File: config.mk
export PLATFORM = sky130hd
export DESIGN_NAME = host_int_ack_ctrl
export DESIGN_NICKNAME = d
export VERILOG_FILES = /design/src/rtl/hiac_pkg.sv /design/src/rtl/hiac_cmd_decode.sv /design/src/rtl/hiac_frame_counter.sv /design/src/rtl/hiac_int_summary.sv /design/src/rtl/host_int_ack_ctrl.sv
export SDC_FILE = /design/constraint.sdc
export NUM_CORES = 1
export LEC_CHECK = 0
export ABC_AREA = 1
export CAP_MARGIN = 20
export CORE_ASPECT_RATIO = 1.1
export CORE_MARGIN = 2
export CORE_UTILIZATION = 50
export CTS_CLUSTER_SIZE = 8
export DETAILED_ROUTE_END_ITERATION = 12
export PLACE_DENSITY = 0.74
export SKIP_LAST_GASP = 1
export SYNTH_ARGS = -nofsm -noshare
export SYNTH_HDL_FRONTEND = slang
export SYNTH_SLANG_ARGS = --single-unit
File: constraint.sdc
create_clock -name clk -period 3.7 [get_ports clk]
set_clock_uncertainty 0.05 [all_clocks]
set_input_delay 0.74 -clock clk [delete_from_list [all_inputs] [get_ports clk]]
set_output_delay 0.74 -clock clk [all_outputs]
set_load 0.02 [all_outputs]
File: src/rtl/hiac_pkg.sv
package hiac_pkg;

    localparam int SEL_FIELD_W  = 8;
    localparam int GLOBAL_SRCS  = 2;
    localparam int SLOTS_PER_CH = 4;

    typedef enum logic [2:0] {
        ACT_NONE,
        ACT_STATUS,
        ACT_STATS,
        ACT_CHEND_TX,
        ACT_CHEND_RX,
        ACT_FRAME_TX,
        ACT_FRAME_RX
    } ack_act_e;

    typedef struct packed {
        ack_act_e               act;
        logic [SEL_FIELD_W-1:0] ch;
    } ack_cmd_t;

    // Summary slot offsets inside one channel's group (priority order)
    localparam int SLOT_RX_END   = 0;
    localparam int SLOT_RX_FRAME = 1;
    localparam int SLOT_TX_END   = 2;
    localparam int SLOT_TX_FRAME = 3;

    function automatic ack_act_e decode_qual(input logic per_chan,
                                             input logic end_chan,
                                             input logic rx);
        if (!per_chan)
            return rx ? (end_chan ? ACT_STATUS : ACT_STATS) : ACT_NONE;
        else if (end_chan)
            return rx ? ACT_CHEND_RX : ACT_CHEND_TX;
        else
            return rx ? ACT_FRAME_RX : ACT_FRAME_TX;
    endfunction

    function automatic int chan_base(input int ch);
        return GLOBAL_SRCS + SLOTS_PER_CH * ch;
    endfunction

endpackage

File: src/rtl/hiac_cmd_decode.sv
module hiac_cmd_decode
    import hiac_pkg::*;
#(
    parameter int NUM_CH = 2,
    localparam int CH_W  = (NUM_CH > 1) ? $clog2(NUM_CH) : 1
) (
    input  logic                   clk,
    input  logic                   rst,
    input  logic                   wr_en,
    input  logic                   wr_ack,
    input  logic                   wr_per_chan,
    input  logic                   wr_end_chan,
    input  logic                   wr_rx,
    input  logic [SEL_FIELD_W-1:0] wr_sel,
    output ack_cmd_t               cmd,
    output logic [SEL_FIELD_W-1:0] sel_rd
);

    logic [CH_W-1:0] sel_q;
    logic            unused_sel_hi;

    assign unused_sel_hi = ^wr_sel[SEL_FIELD_W-1:CH_W];

    always_ff @(posedge clk) begin
        if (rst)
            sel_q <= '0;
        else if (wr_en)
            sel_q <= wr_sel[CH_W-1:0];
    end

    assign sel_rd = {{(SEL_FIELD_W-CH_W){1'b0}}, sel_q};

    always_comb begin
        cmd.ch  = {{(SEL_FIELD_W-CH_W){1'b0}}, wr_sel[CH_W-1:0]};
        cmd.act = (wr_en && wr_ack) ? decode_qual(wr_per_chan, wr_end_chan, wr_rx)
                                    : ACT_NONE;
    end

    // select read-back follows the last write
    a_r10_sel_load: assert property (@(posedge clk) disable iff (rst)
        wr_en |=> sel_rd[CH_W-1:0] == $past(wr_sel[CH_W-1:0]));

    a_r10_sel_keep: assert property (@(posedge clk) disable iff (rst)
        !wr_en |=> $stable(sel_rd));

endmodule

File: src/rtl/hiac_frame_counter.sv
module hiac_frame_counter #(
    parameter int CNT_W = 8
) (
    input  logic             clk,
    input  logic             rst,
    input  logic             inc,
    input  logic             ack_en,
    input  logic [CNT_W-1:0] ack_cnt,
    output logic [CNT_W-1:0] cnt,
    output logic             err
);

    localparam logic [CNT_W-1:0] CNT_MAX = {CNT_W{1'b1}};

    logic [CNT_W-1:0] after_ack;
    logic [CNT_W-1:0] cnt_next;
    logic             over;

    assign over = ack_en && (ack_cnt > cnt);
    assign err  = over;

    always_comb begin
        after_ack = (ack_en && !over) ? cnt - ack_cnt : cnt;
        cnt_next  = after_ack;
        if (inc && after_ack != CNT_MAX)
            cnt_next = after_ack + 1'b1;
    end

    always_ff @(posedge clk) begin
        if (rst)
            cnt <= '0;
        else
            cnt <= cnt_next;
    end

    // a full counter with no acknowledge stays at its ceiling
    a_r6_saturate: assert property (@(posedge clk) disable iff (rst)
        (inc && !ack_en && cnt == CNT_MAX) |=> cnt == CNT_MAX);

    // rejected acknowledge leaves the count untouched
    a_r5_err_keep: assert property (@(posedge clk) disable iff (rst)
        (ack_en && ack_cnt > cnt && !inc) |=> $stable(cnt));

    // accepted acknowledge lowers the count
    a_r4_sub: assert property (@(posedge clk) disable iff (rst)
        (ack_en && ack_cnt <= cnt && !inc) |=> cnt + $past(ack_cnt) == $past(cnt));

    // an event with no acknowledge never lowers the count
    a_r6_no_wrap: assert property (@(posedge clk) disable iff (rst)
        (inc && !ack_en) |=> cnt >= $past(cnt));

endmodule

File: src/rtl/hiac_int_summary.sv
module hiac_int_summary #(
    parameter int NSRC   = 10,
    parameter int DELAY  = 6,
    localparam int SRC_W  = (NSRC > 1) ? $clog2(NSRC) : 1,
    localparam int HOLD_W = $clog2(DELAY + 1)
) (
    input  logic             clk,
    input  logic             rst,
    input  logic [NSRC-1:0]  pend,
    input  logic             frame_ack,
    output logic             int_pend,
    output logic [SRC_W-1:0] int_src
);

    logic [HOLD_W-1:0] hold;
    logic              found;
    logic [SRC_W-1:0]  code;

    always_comb begin
        found = 1'b0;
        code  = '0;
        for (int i = NSRC - 1; i >= 0; i--) begin
            if (pend[i]) begin
                found = 1'b1;
                code  = SRC_W'(i);
            end
        end
    end

    always_ff @(posedge clk) begin
        if (rst) begin
            hold     <= '0;
            int_pend <= 1'b0;
            int_src  <= '0;
        end else if (frame_ack) begin
            hold <= HOLD_W'(DELAY - 1);
        end else if (hold != '0) begin
            hold <= hold - 1'b1;
        end else begin
            int_pend <= found;
            int_src  <= code;
        end
    end

    // summary frozen while a frame acknowledge delay runs
    a_r8_frozen: assert property (@(posedge clk) disable iff (rst)
        (frame_ack || hold != '0) |=> ($stable(int_pend) && $stable(int_src)));

    // idle summary with nothing pending reports nothing
    a_r9_idle_clear: assert property (@(posedge clk) disable iff (rst)
        (!frame_ack && hold == '0 && pend == '0) |=> (!int_pend && int_src == '0));

    a_r9_src_zero: assert property (@(posedge clk) disable iff (rst)
        !int_pend |-> int_src == '0);

endmodule

File: src/rtl/host_int_ack_ctrl.sv
module host_int_ack_ctrl
    import hiac_pkg::*;
#(
    parameter int NUM_CH    = 2,
    parameter int CNT_W     = 8,
    parameter int SUM_DELAY = 6,
    localparam int NSRC     = GLOBAL_SRCS + SLOTS_PER_CH * NUM_CH,
    localparam int SRC_W    = $clog2(NSRC)
) (
    input  logic                    clk,
    input  logic                    rst,
    input  logic                    ev_status,
    input  logic                    ev_stats,
    input  logic [NUM_CH-1:0]       ev_chend_tx,
    input  logic [NUM_CH-1:0]       ev_chend_rx,
    input  logic [NUM_CH-1:0]       ev_frame_tx,
    input  logic [NUM_CH-1:0]       ev_frame_rx,
    input  logic                    cmd_we,
    input  logic                    cmd_ack,
    input  logic                    cmd_per_chan,
    input  logic                    cmd_end_chan,
    input  logic                    cmd_rx,
    input  logic [7:0]              cmd_sel,
    input  logic [CNT_W-1:0]        cmd_count,
    output logic                    status_pend,
    output logic                    stats_pend,
    output logic [NUM_CH-1:0]       chend_tx_pend,
    output logic [NUM_CH-1:0]       chend_rx_pend,
    output logic [NUM_CH*CNT_W-1:0] frame_tx_cnt,
    output logic [NUM_CH*CNT_W-1:0] frame_rx_cnt,
    output logic                    ack_err,
    output logic                    int_pend,
    output logic [SRC_W-1:0]        int_src,
    output logic [7:0]              sel_rd,
    output logic                    ack_rd
);

    ack_cmd_t          cmd;
    logic [NUM_CH-1:0] err_tx;
    logic [NUM_CH-1:0] err_rx;
    logic [NSRC-1:0]   pend_vec;
    logic              frame_ack;

    hiac_cmd_decode #(.NUM_CH(NUM_CH)) u_decode (
        .clk         (clk),
        .rst         (rst),
        .wr_en       (cmd_we),
        .wr_ack      (cmd_ack),
        .wr_per_chan (cmd_per_chan),
        .wr_end_chan (cmd_end_chan),
        .wr_rx       (cmd_rx),
        .wr_sel      (cmd_sel),
        .cmd         (cmd),
        .sel_rd      (sel_rd)
    );

    assign ack_rd    = 1'b0;
    assign frame_ack = (cmd.act == ACT_FRAME_TX) || (cmd.act == ACT_FRAME_RX);

    // Adapter-wide flags: event wins over a same-cycle clear
    always_ff @(posedge clk) begin
        if (rst) begin
            status_pend <= 1'b0;
            stats_pend  <= 1'b0;
        end else begin
            if (ev_status)
                status_pend <= 1'b1;
            else if (cmd.act == ACT_STATUS)
                status_pend <= 1'b0;
            if (ev_stats)
                stats_pend <= 1'b1;
            else if (cmd.act == ACT_STATS)
                stats_pend <= 1'b0;
        end
    end

    assign pend_vec[0] = status_pend;
    assign pend_vec[1] = stats_pend;

    for (genvar c = 0; c < NUM_CH; c++) begin : g_ch
        localparam int BASE = chan_base(c);

        logic             hit;
        logic             end_tx_q;
        logic             end_rx_q;
        logic [CNT_W-1:0] tx_cnt;
        logic [CNT_W-1:0] rx_cnt;

        assign hit = (cmd.ch == SEL_FIELD_W'(c));

        always_ff @(posedge clk) begin
            if (rst) begin
                end_tx_q <= 1'b0;
                end_rx_q <= 1'b0;
            end else begin
                if (ev_chend_tx[c])
                    end_tx_q <= 1'b1;
                else if (hit && cmd.act == ACT_CHEND_TX)
                    end_tx_q <= 1'b0;
                if (ev_chend_rx[c])
                    end_rx_q <= 1'b1;
                else if (hit && cmd.act == ACT_CHEND_RX)
                    end_rx_q <= 1'b0;
            end
        end

        hiac_frame_counter #(.CNT_W(CNT_W)) u_tx_cnt (
            .clk     (clk),
            .rst     (rst),
            .inc     (ev_frame_tx[c]),
            .ack_en  (hit && cmd.act == ACT_FRAME_TX),
            .ack_cnt (cmd_count),
            .cnt     (tx_cnt),
            .err     (err_tx[c])
        );

        hiac_frame_counter #(.CNT_W(CNT_W)) u_rx_cnt (
            .clk     (clk),
            .rst     (rst),
            .inc     (ev_frame_rx[c]),
            .ack_en  (hit && cmd.act == ACT_FRAME_RX),
            .ack_cnt (cmd_count),
            .cnt     (rx_cnt),
            .err     (err_rx[c])
        );

        assign chend_tx_pend[c]              = end_tx_q;
        assign chend_rx_pend[c]              = end_rx_q;
        assign frame_tx_cnt[c*CNT_W +: CNT_W] = tx_cnt;
        assign frame_rx_cnt[c*CNT_W +: CNT_W] = rx_cnt;

        assign pend_vec[BASE + SLOT_RX_END]   = end_rx_q;
        assign pend_vec[BASE + SLOT_RX_FRAME] = (rx_cnt != '0);
        assign pend_vec[BASE + SLOT_TX_END]   = end_tx_q;
        assign pend_vec[BASE + SLOT_TX_FRAME] = (tx_cnt != '0);
    end

    always_ff @(posedge clk) begin
        if (rst)
            ack_err <= 1'b0;
        else if ((|err_tx) || (|err_rx))
            ack_err <= 1'b1;
    end

    hiac_int_summary #(.NSRC(NSRC), .DELAY(SUM_DELAY)) u_summary (
        .clk       (clk),
        .rst       (rst),
        .pend      (pend_vec),
        .frame_ack (frame_ack),
        .int_pend  (int_pend),
        .int_src   (int_src)
    );

    // error flag is sticky
    a_r5_err_sticky: assert property (@(posedge clk) disable iff (rst)
        ack_err |=> ack_err);

    // a write without the acknowledge bit leaves the status flag alone
    a_r1_no_ack_noop: assert property (@(posedge clk) disable iff (rst)
        (cmd_we && !cmd_ack && !ev_status) |=> $stable(status_pend));

    // status acknowledge clears the status flag
    a_r2_status_clear: assert property (@(posedge clk) disable iff (rst)
        (cmd_we && cmd_ack && !cmd_per_chan && cmd_end_chan && cmd_rx && !ev_status)
        |=> !status_pend);

    // per_chan=0, rx=0 is a no-op on the statistics flag
    a_r2_noop_qual: assert property (@(posedge clk) disable iff (rst)
        (cmd_we && !cmd_per_chan && !cmd_rx && !ev_stats) |=> $stable(stats_pend));

    // an event always leaves its flag set
    a_r7_event_wins: assert property (@(posedge clk) disable iff (rst)
        ev_status |=> status_pend);

    // receive channel-end acknowledge on channel 0 clears that flag
    a_r3_chend_clear: assert property (@(posedge clk) disable iff (rst)
        (cmd_we && cmd_ack && cmd_per_chan && cmd_end_chan && cmd_rx
         && cmd_sel[0] == 1'b0 && !ev_chend_rx[0]) |=> !chend_rx_pend[0]);

endmodule

==> flow_metrics.py, run 1 <==
metrics = {
    "min_path": {
        "hp-class": "flip-flop to flip-flop",
        "worstHoldStart": "u_summary.int_src[1]",
        "min_path_cells": 2,
        "worst_hold_path.endpoint": "u_summary.int_src[1]",
    },
    "drt": {
        "wl_um": 12700,
        "drc": 0,
        "dr.pass1.iters": 5,
        "wl_per_cell_um": 12.7,
        "vias": 5090,
        "vias_per_cell": 5.11,
        "drt_iter0_drc": 205,
        "ant_nets": 0,
    },
    "finish": {
        "syn_to_final_growth_pct": 19.5,
        "layout.area.seq_um2": 961,
        "final_common_cell": "nand2_1",
        "num-fill-cells": 902,
        "final_cell_mix": "nand2_1, inv_1, nor2_1, clkdlybuf4s50_1, nand3_1",
        "multi_input_area_mm2": 0.00332,
        "diodes": 0,
        "final_core_util": 0.617,
        "fin_nets": 953,
        "drive_above_1_share": 0.0909,
    },
    "clocking": {
        "cts_resized": 0,
        "clockBufferDepth": 2,
        "cts_tree": "built",
        "cts_buffers": 5,
        "cts_sinks": 48,
        "post_cts_buffers": 0,
        "clkLatencyLatePin_ns": 0.32,
        "clockRootBuffer": "clkbuf_8",
        "clkTransAtPathRegs_ns": 0.10,
        "htreeDepth": 2,
        "postCtsHoldBufs": 0,
    },
    "global_routing": {
        "antenna_found_initial": 0,
        "grt_overflow_total": 0,
        "grtUsageTotal": 0.247,
        "grt_start_max_net_pins": 24,
        "grt_pass1_wl_um": 21300,
        "first_global_vias": 4813,
    },
    "logic_synthesis": {
        "synth_edf_count": 0,
        "ys.flop_type": "dfxtp_1",
        "synth-async-reset-ratio": 0,
        "yosys.area.top_type": "nand2_1",
        "synth_top_area_frac": 0.206,
        "synth_area_leaders": "nand2_1, dfxtp_1, ha_1, inv_1, nand3_1",
        "synth.avg_cell_area_um2": 6.04,
        "synth-seq-cells": 48,
        "synthCells": 803,
        "syn_area_mm2": 0.00485,
        "synth_cell_types": 41,
        "yosys_warnings": 0,
        "synth_seq_area_share": 0.198,
    },
    "run_status": {
        "status": "complete, no violations",
    },
    "critical_path": {
        "r2r_start": "g_ch[1].u_rx_cnt.cnt[0]",
        "reg2reg_setup_slack_ns": 0.95,
        "cp-start-kind": "primary input",
        "cp_slowest_cell": "clkdlybuf4s50_1",
        "path_delay_family": "simple AND/OR/NAND/NOR gates",
        "cp-end-kind": "flip-flop",
        "slowest_delay_ns": 0.63,
        "path_max_fanout": 8,
        "crit_buf_inv": 3,
        "rr_worst_depth": 19,
        "critical_path_required_ns": 3.91,
        "crit_chain": "clkdlybuf4s50_1 > ha_1 > inv_1 > fa_1 > nand2_1 > nand2_1 > nand3_1 > nand2_2 > nand3_4 > nand2_1 > nand2_1 > nand3_1 > nor2_4 > nand3_1 > nand2_1 > inv_1 > nor2_1",
        "reg2reg_to": "g_ch[1].u_rx_cnt.cnt[6]",
        "cp.depth": 17,
        "crit_top_cell": "nand2_1",
        "arrival_ns": 3.58,
        "path_class": "primary input to flip-flop",
    },
    "timing": {
        "period_share": 0.910,
        "period_minus_slack_ns": 3.37,
        "fmax_mhz": 297,
        "hold_viol": 0,
        "worst_pin_slew_ns": 0.568,
        "max_slew_margin": 0.618,
        "grt_setup_unrepaired": "no",
        "finalSetupTns_ns": 0,
        "slew_viol_final": 0,
        "setup-violations-final": 0,
    },
    "floorplan": {
        "dieHeight_um": 107,
        "io_pins": 86,
        "core-area_mm2": 0.00940,
        "row_count": 37,
        "die_x_um": 97.9,
        "die_area_mm2": 0.0105,
        "start_util": 0.516,
    },
    "place": {
        "numPortBuffers": 70,
        "gp_congestion": 0.865,
        "post-dp-hpwl_um": 10200,
    },
    "power_and_ir_drop": {
        "ir_drop_mv": 0.366,
        "p_leak_nw": 3.05,
        "power-per-cell-area_mw_per_mm2": 263,
    },
    "flow_run": {
        "cap_violations": 0,
    },
}
==> cells in the mapped netlist (2+ instances only) <==
master	count
nor4_1	3
fa_1	4
nor3_1	6
xor2_1	9
clkbuf_1	2
nand3b_1	6
nor2_8	2
o21ai_0	8
inv_1	120
or2_1	3
a21oi_1	55
nor2_2	5
nand3_1	61
nand2_4	3
or2_2	2
nor2_1	73
buf_4	14
nor2_4	11
nand2_2	25
dfxtp_1	48
nand4_1	10
nand3_2	4
ha_1	37
nand3_4	3
nand2_1	267
a21oi_2	2
buf_2	5
o22ai_1	2
==> power breakdown <==
part | internal, mW | leakage (nW) | switching [mW]
Combinational | 0.217 | 2.60 | 0.305
Clock | 0.204 | 0.0548 | 0.199
Sequential | 0.566 | 0.392 | 0.0341
==> logic make-up (layout without fill, tap and decap cells) <==
kind of cell	count (synthesis)	count (layout)	share of synthesized area
AND/OR/NAND/NOR	486	486	0.466
buffers and inverters	143	213	0.123
AO/OA/AOI/OAI	74	74	0.0825
flip-flops	48	48	0.198
adder cells (fa/ha/maj)	41	41	0.112
XOR/XNOR	10	10	0.0180
other	1	8	0.000773
==> how the worst max path moves through the flow <==
| stage | from | end |
|---|---|---|
| finish | cmd_count[0] | g_ch[1].u_rx_cnt.cnt[6] |
| global route | cmd_count[0] | g_ch[0].u_rx_cnt.cnt[0] |
| CTS | cmd_count[0] | g_ch[1].u_rx_cnt.cnt[6] |
| detailed placement | cmd_count[0] | g_ch[1].u_rx_cnt.cnt[6] |
| global placement | cmd_count[0] | g_ch[1].u_rx_cnt.cnt[6] |
| floorplan | cmd_count[1] | g_ch[1].u_tx_cnt.cnt[2] |
==> stage by stage <==
stage	std cells	worst slack, ns	hold slack [ns]	total power [mW]	cell area [um2]
after detailed placement	989	0.0192	0.429	1.13	5690
after CTS	997	0.348	0.446	1.54	5800
after floorplan	810	0.952	0.428	0.950	4880
final	997	0.333	0.445	1.53	5800
after global placement	989	0.0954	0.417	1.12	5690
after global routing	997	0.141	0.476	1.63	5800
==> cell type report <==
cell class,instances,area share
Clock buffer,5,0.0119
Clock inverter,3,0.00798
Inverter,122,0.0791
Multi-Input combinational cell,619,0.573
Sequential cell,48,0.166
Tap cell,117,0.0252
Timing Repair Buffer,83,0.138
==> metal layers <==
metal  vias up  routed length [um]  track usage
li1       2649                   -            -
met1      2284                5520        0.304
met5         -                   0            0
met2       132                6130        0.430
met3        25                 693       0.0403
met4         0                 316       0.0952
==> registers in the layout (all words and copies together), names as in the netlist <==
register            flops
g_ch.u_rx_cnt.cnt      16
g_ch.u_tx_cnt.cnt      16
u_summary.int_src       4
u_summary.hold          3
g_ch.end_rx_q           2
g_ch.end_tx_q           2
ack_err                 1
stats_pend              1
status_pend             1
u_decode.sel_q          1
u_summary.int_pend      1
==> worst register-to-register path, stage by stage (launching register included) <==
cell,delay (ns)
dfxtp_1,0.42
inv_1,0.06
ha_1,0.19
inv_1,0.11
fa_1,0.22
nand2_1,0.06
nand2_1,0.12
nand3_1,0.10
nand2_2,0.18
inv_1,0.06
nor2_1,0.25
nand2_1,0.08
nand2_1,0.09
nand2_1,0.10
nor2_2,0.17
nand2_2,0.13
nand3_1,0.12
nand2_1,0.05
inv_1,0.05
nor2_1,0.04
Note: power is estimated with default switching activity, not from simulation.
==> run 2: changes to the inputs <==
--- a/config.mk
+++ b/config.mk
@@ -13,6 +13,7 @@
 export CTS_CLUSTER_SIZE = 8
 export DETAILED_ROUTE_END_ITERATION = 12
 export PLACE_DENSITY = 0.74
+export RECOVER_POWER = 100
 export SKIP_LAST_GASP = 1
 export SYNTH_ARGS = -nofsm -noshare
 export SYNTH_HDL_FRONTEND = slang
==> flow_metrics.py, run 2 (synthesis gave the netlist of run 1 again) <==
metrics = {
    "run_status": {
        "status": "complete, no violations",
    },
    "floorplan": {
        "row_count": 37,
        "core-area_mm2": 0.00940,
        "io_pins": 86,
        "start_util": 0.516,
        "dieHeight_um": 107,
        "die_area_mm2": 0.0105,
        "die_x_um": 97.9,
    },
    "clocking": {
        "clockRootBuffer": "clkbuf_8",
        "cts_sinks": 48,
        "cts_tree": "built",
        "post_cts_buffers": 0,
        "clockBufferDepth": 2,
        "htreeDepth": 2,
        "clkLatencyLatePin_ns": 0.32,
        "cts_resized": 0,
        "postCtsHoldBufs": 0,
        "cts_buffers": 5,
        "clkTransAtPathRegs_ns": 0.10,
    },
    "power_and_ir_drop": {
        "ir_drop_mv": 0.335,
        "p_leak_nw": 3.17,
        "power-per-cell-area_mw_per_mm2": 261,
        "p_total_mw": 1.50,
    },
    "finish": {
        "diodes": 0,
        "syn_to_final_growth_pct": 18.7,
        "largestRegisters": "g_ch.u_rx_cnt.cnt x16, g_ch.u_tx_cnt.cnt x16, u_summary.int_src x4",
        "fin_nets": 953,
        "final_cell_mix": "nand2_1, inv_1, nor2_1, nand3_1, a21oi_1",
        "drive_above_1_share": 0.0807,
        "final_common_cell": "nand2_1",
    },
    "drt": {
        "drc": 0,
        "wl_per_cell_um": 12.7,
        "vias_per_cell": 5.09,
        "dr.pass1.iters": 5,
        "drt_iter0_drc": 202,
        "ant_nets": 0,
        "wl_um": 12600,
        "vias": 5070,
    },
    "place": {
        "post-dp-hpwl_um": 10200,
        "gp_congestion": 0.865,
        "numPortBuffers": 70,
    },
    "critical_path": {
        "cp_slowest_cell": "clkdlybuf4s50_1",
        "crit_buf_inv": 3,
        "reg2reg_setup_slack_ns": 0.94,
        "rr_worst_depth": 18,
        "r2r_start": "g_ch[1].u_rx_cnt.cnt[0]",
        "critical_path_required_ns": 3.91,
        "crit_chain": "clkdlybuf4s50_1 > ha_1 > inv_1 > fa_1 > nand2_1 > nand2_1 > nand3_1 > nand2_1 > nand3_1 > clkbuf_2 > nand2_1 > nand2_1 > nand2_1 > nor2_1 > nand2_2 > nand3_1 > nand2_1 > nor2_1",
        "endpoint": "g_ch[0].u_tx_cnt.cnt[2]",
        "arrival_ns": 3.60,
        "crit_top_cell": "nand2_1",
        "path_delay_family": "simple AND/OR/NAND/NOR gates",
        "path_max_fanout": 9,
        "cp-start-kind": "primary input",
        "path_class": "primary input to flip-flop",
        "cp-end-kind": "flip-flop",
        "slowest_delay_ns": 0.63,
        "reg2reg_to": "g_ch[1].u_rx_cnt.cnt[5]",
        "critPathLaunch": "cmd_count[0]",
        "cp.depth": 18,
    },
    "timing": {
        "setup-violations-final": 0,
        "grt_setup_unrepaired": "no",
        "hold_viol": 0,
        "fmax_mhz": 295,
        "period_share": 0.916,
        "worst_pin_slew_ns": 1.09,
        "slew_viol_final": 0,
        "max_slew_margin": 0.276,
        "finalSetupTns_ns": 0,
        "period_minus_slack_ns": 3.39,
    },
    "global_routing": {
        "grtUsageTotal": 0.247,
        "first_global_vias": 4813,
        "grt_overflow_total": 0,
        "grt_pass1_wl_um": 21300,
        "grt_start_max_net_pins": 24,
        "antenna_found_initial": 0,
    },
    "min_path": {
        "worstHoldStart": "u_summary.int_src[1]",
        "hp-class": "flip-flop to flip-flop",
    },
    "flow_run": {
        "cap_violations": 0,
    },
}
==> run 2: cell types whose count changed in the layout (fill, tap and decap cells not counted) <==
cell and change:
buf_4 -4, nand2_2 -4, nand3_1 +1, clkbuf_1 +3
clkbuf_2 +1, clkdlybuf4s50_1 -47, a21oi_2 -1, nand3_4 -1
dlygate4sd3_1 +47, a21oi_1 +1, nand2_1 +4
==> run 2: per-stage QoR <==
stage	util	hold slack, ns	instances	area (um2)	setup slack [ns]
4_1_cts	0.617	0.446	997	5800	0.348
5_1_grt	0.613	0.475	997	5760	0.0855
3_3_place_gp	0.605	0.417	989	5690	0.0954
2_1_floorplan	-	0.428	810	4880	0.952
6_report	0.613	0.445	997	5760	0.310
3_5_place_dp	0.605	0.429	989	5690	0.0192
==> run 2: layout make-up <==
| cell class | instances | area [um2] |
|---|---|---|
| clock inverters | 3 | 46.3 |
| well taps | 117 | 146 |
| repair buffers | 83 | 785 |
| clock buffers | 5 | 68.8 |
| fillers | 913 | 3640 |
| multi-input cells | 619 | 3300 |
| inverters | 122 | 459 |
| flip-flops and latches | 48 | 961 |
==> run 2: report_power, final <==
part | switching (mW) | internal [mW] | total [mW]
registers | 0.0323 | 0.566 | 0.599
clock network | 0.200 | 0.204 | 0.404
logic | 0.303 | 0.196 | 0.499
==> run 2: layer usage <==
| metal | share of wire | wire (um) | global-route usage | vias up |
|---|---|---|---|---|
| li1 | - | - | - | 2653 |
| met1 | 0.44 | 5530 | 0.304 | 2275 |
| met2 | 0.49 | 6140 | 0.430 | 117 |
| met3 | 0.052 | 658 | 0.0403 | 25 |
| met4 | 0.026 | 324 | 0.0952 | 0 |
| met5 | 0 | 0 | 0 | - |
==> run 2: worst min path at each step <==
stage,to,depth (start not counted)
global placement,u_summary.int_src[1],2
CTS,u_summary.int_src[1],2
global route,u_summary.int_src[1],2
finish,u_summary.int_src[1],2
detailed placement,u_summary.int_src[1],2
floorplan,g_ch[0].end_rx_q,2
==> run 2: worst min-delay path, delay by kind of cell, from the launching register on <==
family / cells / cell delay, ns
DFF: 1 / 0.33
and+or+nand+nor: 1 / 0.06
AOI/OAI and AO/OA: 1 / 0.06
